## src/rtl/deadband_pkg.sv

```systemverilog
package deadband_pkg;

   // operation chosen for a channel counter in the current cycle
   typedef enum logic [1:0] {
      CNT_IDLE = 2'd0,
      CNT_LOAD = 2'd1,
      CNT_DEC  = 2'd2,
      CNT_CLR  = 2'd3
   } cnt_op_e;

   localparam int unsigned MAX_CH = 16;

endpackage

```

## src/rtl/db_edge.sv

```systemverilog
module db_edge #(
   parameter int unsigned NCH = 3
) (
   input  logic           clk,
   input  logic           rst_n,
   input  logic [NCH-1:0] cmp_in,
   output logic [NCH-1:0] chg
);

   logic [NCH-1:0] prev_q;

   always_ff @(posedge clk or negedge rst_n) begin
      if (!rst_n) prev_q <= '0;
      else        prev_q <= cmp_in;
   end

   assign chg = cmp_in ^ prev_q;

   // a change seen in one cycle means the stored copy matches next cycle
   AST_CHG_STORED: assert property (@(posedge clk) disable iff (!rst_n)
      ($stable(cmp_in) && !$isunknown(cmp_in)) |-> chg == '0) else $error("stored compare state lost");

endmodule

```

## src/rtl/db_counter.sv

```systemverilog
module db_counter
   import deadband_pkg::*;
#(
   parameter int unsigned DLY_W = 4
) (
   input  logic             clk,
   input  logic             rst_n,
   input  logic             en,
   input  logic             chg,
   input  logic             clr,
   input  logic [DLY_W-1:0] dly,
   output logic             busy
);

   logic [DLY_W-1:0] cnt_q;
   cnt_op_e          op;
   logic             start_wait;

   always_comb begin
      if (!en || clr)      op = CNT_CLR;
      else if (chg)        op = CNT_LOAD;
      else if (cnt_q != '0) op = CNT_DEC;
      else                 op = CNT_IDLE;
   end

   // the change cycle is the first passive cycle, so D-1 remain after it
   assign start_wait = (op == CNT_LOAD) && (dly != '0);

   always_ff @(posedge clk or negedge rst_n) begin
      if (!rst_n) cnt_q <= '0;
      else begin
         case (op)
            CNT_CLR:  cnt_q <= '0;
            CNT_LOAD: cnt_q <= (dly == '0) ? '0 : dly - DLY_W'(1);
            CNT_DEC:  cnt_q <= cnt_q - DLY_W'(1);
            default:  cnt_q <= cnt_q;
         endcase
      end
   end

   assign busy = en && ((cnt_q != '0) || start_wait);

   AST_CLR_EMPTIES: assert property (@(posedge clk) disable iff (!rst_n)
      clr |=> (cnt_q == '0)) else $error("strobe left a count");

   AST_LOAD_LEN: assert property (@(posedge clk) disable iff (!rst_n)
      (en && chg && !clr && dly != '0) |=> (cnt_q == $past(dly) - DLY_W'(1))) else $error("bad load");

   AST_DEC_STEP: assert property (@(posedge clk) disable iff (!rst_n)
      (en && !chg && !clr && cnt_q != '0) |=> (cnt_q == $past(cnt_q) - DLY_W'(1))) else $error("bad step");

   AST_OFF_IDLE: assert property (@(posedge clk) disable iff (!rst_n)
      !en |-> !busy) else $error("disabled channel busy");

   AST_ZERO_DLY: assert property (@(posedge clk) disable iff (!rst_n)
      (dly == '0 && cnt_q == '0) |-> !busy) else $error("zero delay waited");

endmodule

```

## src/rtl/db_gate.sv

```systemverilog
module db_gate (
   input  logic cmp,
   input  logic hold,
   output logic hs,
   output logic ls
);

   assign hs = cmp  && !hold;
   assign ls = !cmp && !hold;

endmodule

```

## src/rtl/deadband_trio.sv

```systemverilog
module deadband_trio
   import deadband_pkg::*;
#(
   parameter int unsigned NCH   = 3,
   parameter int unsigned DLY_W = 4
) (
   input  logic             clk,
   input  logic             rst_n,
   input  logic [NCH-1:0]   cmp_state,
   input  logic [NCH-1:0]   ch_en,
   input  logic [DLY_W-1:0] dly_val,
   input  logic             dt_clr,
   output logic [NCH-1:0]   hs_out,
   output logic [NCH-1:0]   ls_out,
   output logic [NCH-1:0]   dt_busy
);

   if (NCH < 1 || NCH > MAX_CH) begin : g_bad_nch
      $error("NCH out of range");
   end
   if (DLY_W < 1 || DLY_W > 16) begin : g_bad_dlyw
      $error("DLY_W out of range");
   end

   logic [NCH-1:0] chg;

   db_edge #(.NCH(NCH)) u_edge (
      .clk    (clk),
      .rst_n  (rst_n),
      .cmp_in (cmp_state),
      .chg    (chg)
   );

   for (genvar i = 0; i < NCH; i++) begin : g_ch
      db_counter #(.DLY_W(DLY_W)) u_cnt (
         .clk   (clk),
         .rst_n (rst_n),
         .en    (ch_en[i]),
         .chg   (chg[i]),
         .clr   (dt_clr),
         .dly   (dly_val),
         .busy  (dt_busy[i])
      );

      db_gate u_gate (
         .cmp  (cmp_state[i]),
         .hold (dt_busy[i]),
         .hs   (hs_out[i]),
         .ls   (ls_out[i])
      );

      AST_NO_SHOOT: assert property (@(posedge clk) disable iff (!rst_n)
         !(hs_out[i] && ls_out[i])) else $error("both drives high");

      AST_PASSIVE: assert property (@(posedge clk) disable iff (!rst_n)
         dt_busy[i] |-> (!hs_out[i] && !ls_out[i])) else $error("drive during dead time");

      AST_FOLLOW: assert property (@(posedge clk) disable iff (!rst_n)
         !dt_busy[i] |-> (hs_out[i] == cmp_state[i] && ls_out[i] == !cmp_state[i])) else $error("drive not following");

      AST_CLR_IDLE: assert property (@(posedge clk) disable iff (!rst_n)
         (dt_clr && !$past(dt_clr)) |=> (!dt_busy[i] || $past(chg[i]) == 1'b0)) else $error("busy after strobe");
   end

endmodule

```

## config.mk

```make
export PLATFORM = sky130hd
export DESIGN_NAME = deadband_trio
export DESIGN_NICKNAME = d
export VERILOG_FILES = /design/src/rtl/deadband_pkg.sv /design/src/rtl/db_edge.sv /design/src/rtl/db_counter.sv /design/src/rtl/db_gate.sv /design/src/rtl/deadband_trio.sv
export SDC_FILE = /design/constraint.sdc
export NUM_CORES = 1
export LEC_CHECK = 0
export CAP_MARGIN = 20
export CORE_MARGIN = 2
export CORE_UTILIZATION = 54
export CTS_CLUSTER_DIAMETER = 30
export DETAILED_ROUTE_END_ITERATION = 12
export PLACE_DENSITY_LB_ADDON = 0.12
export SYNTH_ARGS = -nofsm -noshare
export SYNTH_HDL_FRONTEND = slang
export SYNTH_SLANG_ARGS = --single-unit
export TNS_END_PERCENT = 5
```

## constraint.sdc

```tcl
create_clock -name clk -period 4.2 [get_ports clk]
set_clock_uncertainty 0.1 [all_clocks]
set_input_delay 0.42 -clock clk [delete_from_list [all_inputs] [get_ports clk]]
set_output_delay 0.42 -clock clk [all_outputs]
set_load 0.01 [all_outputs]
```

==> impl_metrics.ini <==
[run_status]
status = finished clean

[sta]
final.period_utilization_pct = 73.8
worst_slew_margin_rel_pct = 52.8
timing.fmax_ghz = 0.322
tns_ns = 0
hold_viol_final = 0
minimum_clock_period_ns = 3.10
worst_slack_ns = 1.10
rsz0062_at_grt = no
maxSlewViolCount = 0
worstMarginPinSlew_ns = 0.705
final-setup-viol-count = 0

[floorplanning]
die-height_microns = 49.1
core_rows = 16
start_util_pct = 56.6
die_area_sq_um = 2410
core_area_sq_um = 1940
floorplan.die.width_microns = 49.1
io_pins = 22

[synth]
synth.distinct_cells = 33
synthesis.nets = 142
synth-seq-cells = 15
synth-warning-count = 0
yosys_top_cell_area_share_pct = 34.2
synth-edff-count = 0
ys_dominant_reg_cell = sky130_fd_sc_hd__dfrtp_1
postSynthAreaPerCell_sq_um = 9.00
postSynth.asyncResetShare_pct = 100
synth-seq-area-share_pct = 34.2
syn_inst = 122
yosysTopAreaCell = sky130_fd_sc_hd__dfrtp_1
netlist_area_sq_um = 1100
synth.area.top_cells = sky130_fd_sc_hd__dfrtp_1, sky130_fd_sc_hd__ha_1, sky130_fd_sc_hd__buf_4

[routing]
detailroute.via_count = 894
antenna_viol_nets_final = 0
postRouteWirelength_microns = 2190
routed_length_per_placed_instance_microns = 13.3
vias_per_cell = 5.42
detail_route.drc_violations = 0
drt_pre_antenna_iters = 4
detailedRoute.firstIterationViolations = 14

[setup_path]
crit_path_top_delay_cell = sky130_fd_sc_hd__clkdlybuf4s50_1
cp_top_family = buffers and inverters
timing.critical_path.arrival_ns = 2.58
crit_top_cell = sky130_fd_sc_hd__clkdlybuf4s50_1
critical_path.max_stage_delay_ns = 0.55
startpoint = dly_val[0]
r2r_setup_slack_ns = 2.78
worstPathBufferInverterCount = 3
worstSetupPathDepth = 8
critical_path.reg2reg.endpoint = g_ch[1].u_cnt.cnt_q[0]
crit_required_ns = 3.68
critical_path.startpoint_type = primary input
worstSetupEndpointType = output pin
cp-endpoint = hs_out[1]
reg2reg_depth = 4
regToRegStartpoint = u_edge.prev_q[1]
worst-path-max-fanout = 9
critPathKind = in -> out
critical_path.cell_chain = clkdlybuf4s50_1 -> inv_1 -> ha_1 -> nor3b_4 -> nor3b_1 -> o21a_1 -> nor2b_1 -> clkdlybuf4s50_1

[clock_network]
tritoncts.num_buffers = 3
clkSinkCount = 15
cts_resized = 0
clock_tree.root_cell = sky130_fd_sc_hd__clkbuf_4
clkLatencyLatePin_ns = 0.28
count_of_h_tree_levels_built_during_cts = 1
clkTransAtPathRegs_ns = 0.09
postCtsSetupRepairBufs = 0
tritoncts = done
cts_hold_repair.buffers = 0
clockBufferDepth = 2

[power_and_ir_drop]
power.density_cell_area_nw_per_um2 = 293
power_leakage_uw = 0.000560
vdd_ir_drop_max_mv = 0.186

[placed_design]
finalWeightedCongestion = 0.807
dp_hpwl_microns = 1730
numPortBuffers = 21
detailedPlace.worstSlack_ns = 1.08

[global_route]
grt_pass1_vias = 926
largest_net_degree_at_the_start_of_global_routing = 16
total_routing_resource_utilization_after_global_routing_pct = 20.9
grt-ovfl-total = 0
grt_pass1_wl_microns = 3890
antenna_found_initial = 0

[final_layout]
nets = 159
n_antenna_cell = 0
layout.cells.most_common_list = sky130_fd_sc_hd__clkdlybuf4s50_1, sky130_fd_sc_hd__dfrtp_1, sky130_fd_sc_hd__nor3_1
drive_gt1_share_pct = 5.07
area_growth_syn_to_layout_pct = 18.5
layout.cells.most_common = sky130_fd_sc_hd__clkdlybuf4s50_1

[min_path]
class_of_the_worst_hold_path = in -> async

[run]
number_of_max_cap_violations = 0
[cell families after synthesis]
logic type / synth area share (%)
AOI/OAI and AO/OA: 14.2
xor gates and xnor gates: 7.06
adders and majority gates: 7.97
buffers and inverters: 9.22
DFF: 34.2
muxes: 0.911
and+or+nand+nor: 26.4
[worst reg2reg max path, delay by kind of cell (launching register included)]
kind	cells	cell delay [ns]
and+or+nand+nor	2	0.29
DFF	1	0.39
xor gates and xnor gates	1	0.32
AOI/OAI and AO/OA	1	0.22
[cells in the mapped netlist, types with 4 or more instances]
library cell / instances
sky130_fd_sc_hd__dfrtp_1: 15
sky130_fd_sc_hd__buf_4: 9
sky130_fd_sc_hd__ha_1: 7
sky130_fd_sc_hd__nor2_1: 8
sky130_fd_sc_hd__xnor2_1: 4
sky130_fd_sc_hd__nand2_1: 6
sky130_fd_sc_hd__nand2b_1: 5
sky130_fd_sc_hd__nor3_1: 10
sky130_fd_sc_hd__inv_1: 9
sky130_fd_sc_hd__a21oi_1: 7
sky130_fd_sc_hd__nor2b_1: 7
[area by class of cell]
cell class,count,area [sq um]
sequential,15,375
multi-input combinational,89,622
inverter,9,33.8
tap,27,33.8
clock buffer,4,26.3
timing repair buffer,21,210
fill,176,641
[worst min path at each step]
stage,from,endpoint,slack (ns),depth (start not counted)
floorplan,rst_n,g_ch[0].u_cnt.cnt_q[0],0.02,0
global placement,g_ch[1].u_cnt.cnt_q[1],g_ch[1].u_cnt.cnt_q[1],0.42,1
detailed placement,g_ch[1].u_cnt.cnt_q[1],g_ch[1].u_cnt.cnt_q[1],0.43,1
CTS,g_ch[1].u_cnt.cnt_q[1],g_ch[1].u_cnt.cnt_q[1],0.45,1
global route,g_ch[1].u_cnt.cnt_q[1],g_ch[1].u_cnt.cnt_q[1],0.48,1
finish,rst_n,g_ch[1].u_cnt.cnt_q[0],0.45,1
[routing by layer]
| layer | wire length [microns] | GRT usage [%] | up-vias |
|---|---|---|---|
| met3 | 94 | 3.68 | 2 |
| li1 | - | - | 442 |
| met2 | 1150 | 38.5 | 24 |
| met5 | 0 | 0 | - |
| met4 | 10 | 5.71 | 0 |
| met1 | 939 | 24.5 | 426 |
[registers in the layout, indices dropped and copies added (netlist names)]
| name | flops |
|---|---|
| g_ch.u_cnt.cnt_q | 12 |
| u_edge.prev_q | 3 |
[power by group]
group          switching, uW  leakage (uW)  total [uW]  internal (uW)
clock network           48.8     0.0000150        85.7           36.9
registers               9.31      0.000196         165            155
logic                   65.6      0.000349         131           65.4
total                    124      0.000560         381            258
[stage by stage]
| step | std cells | instance area [sq um] | total power, uW | util [%] | hold slack [ns] |
|---|---|---|---|---|---|
| 3_3_place_gp | 161 | 1270 | 294 | 65.7 | 0.422 |
| 2_1_floorplan | 122 | 1100 | 258 | - | 0.0244 |
| 6_report | 165 | 1300 | 381 | 67.0 | 0.450 |
| 4_1_cts | 165 | 1300 | 385 | 67.0 | 0.453 |
| 5_1_grt | 165 | 1300 | 407 | 67.0 | 0.477 |
| 3_5_place_dp | 161 | 1270 | 298 | 65.7 | 0.431 |
(Power assumes the default switching activity.)
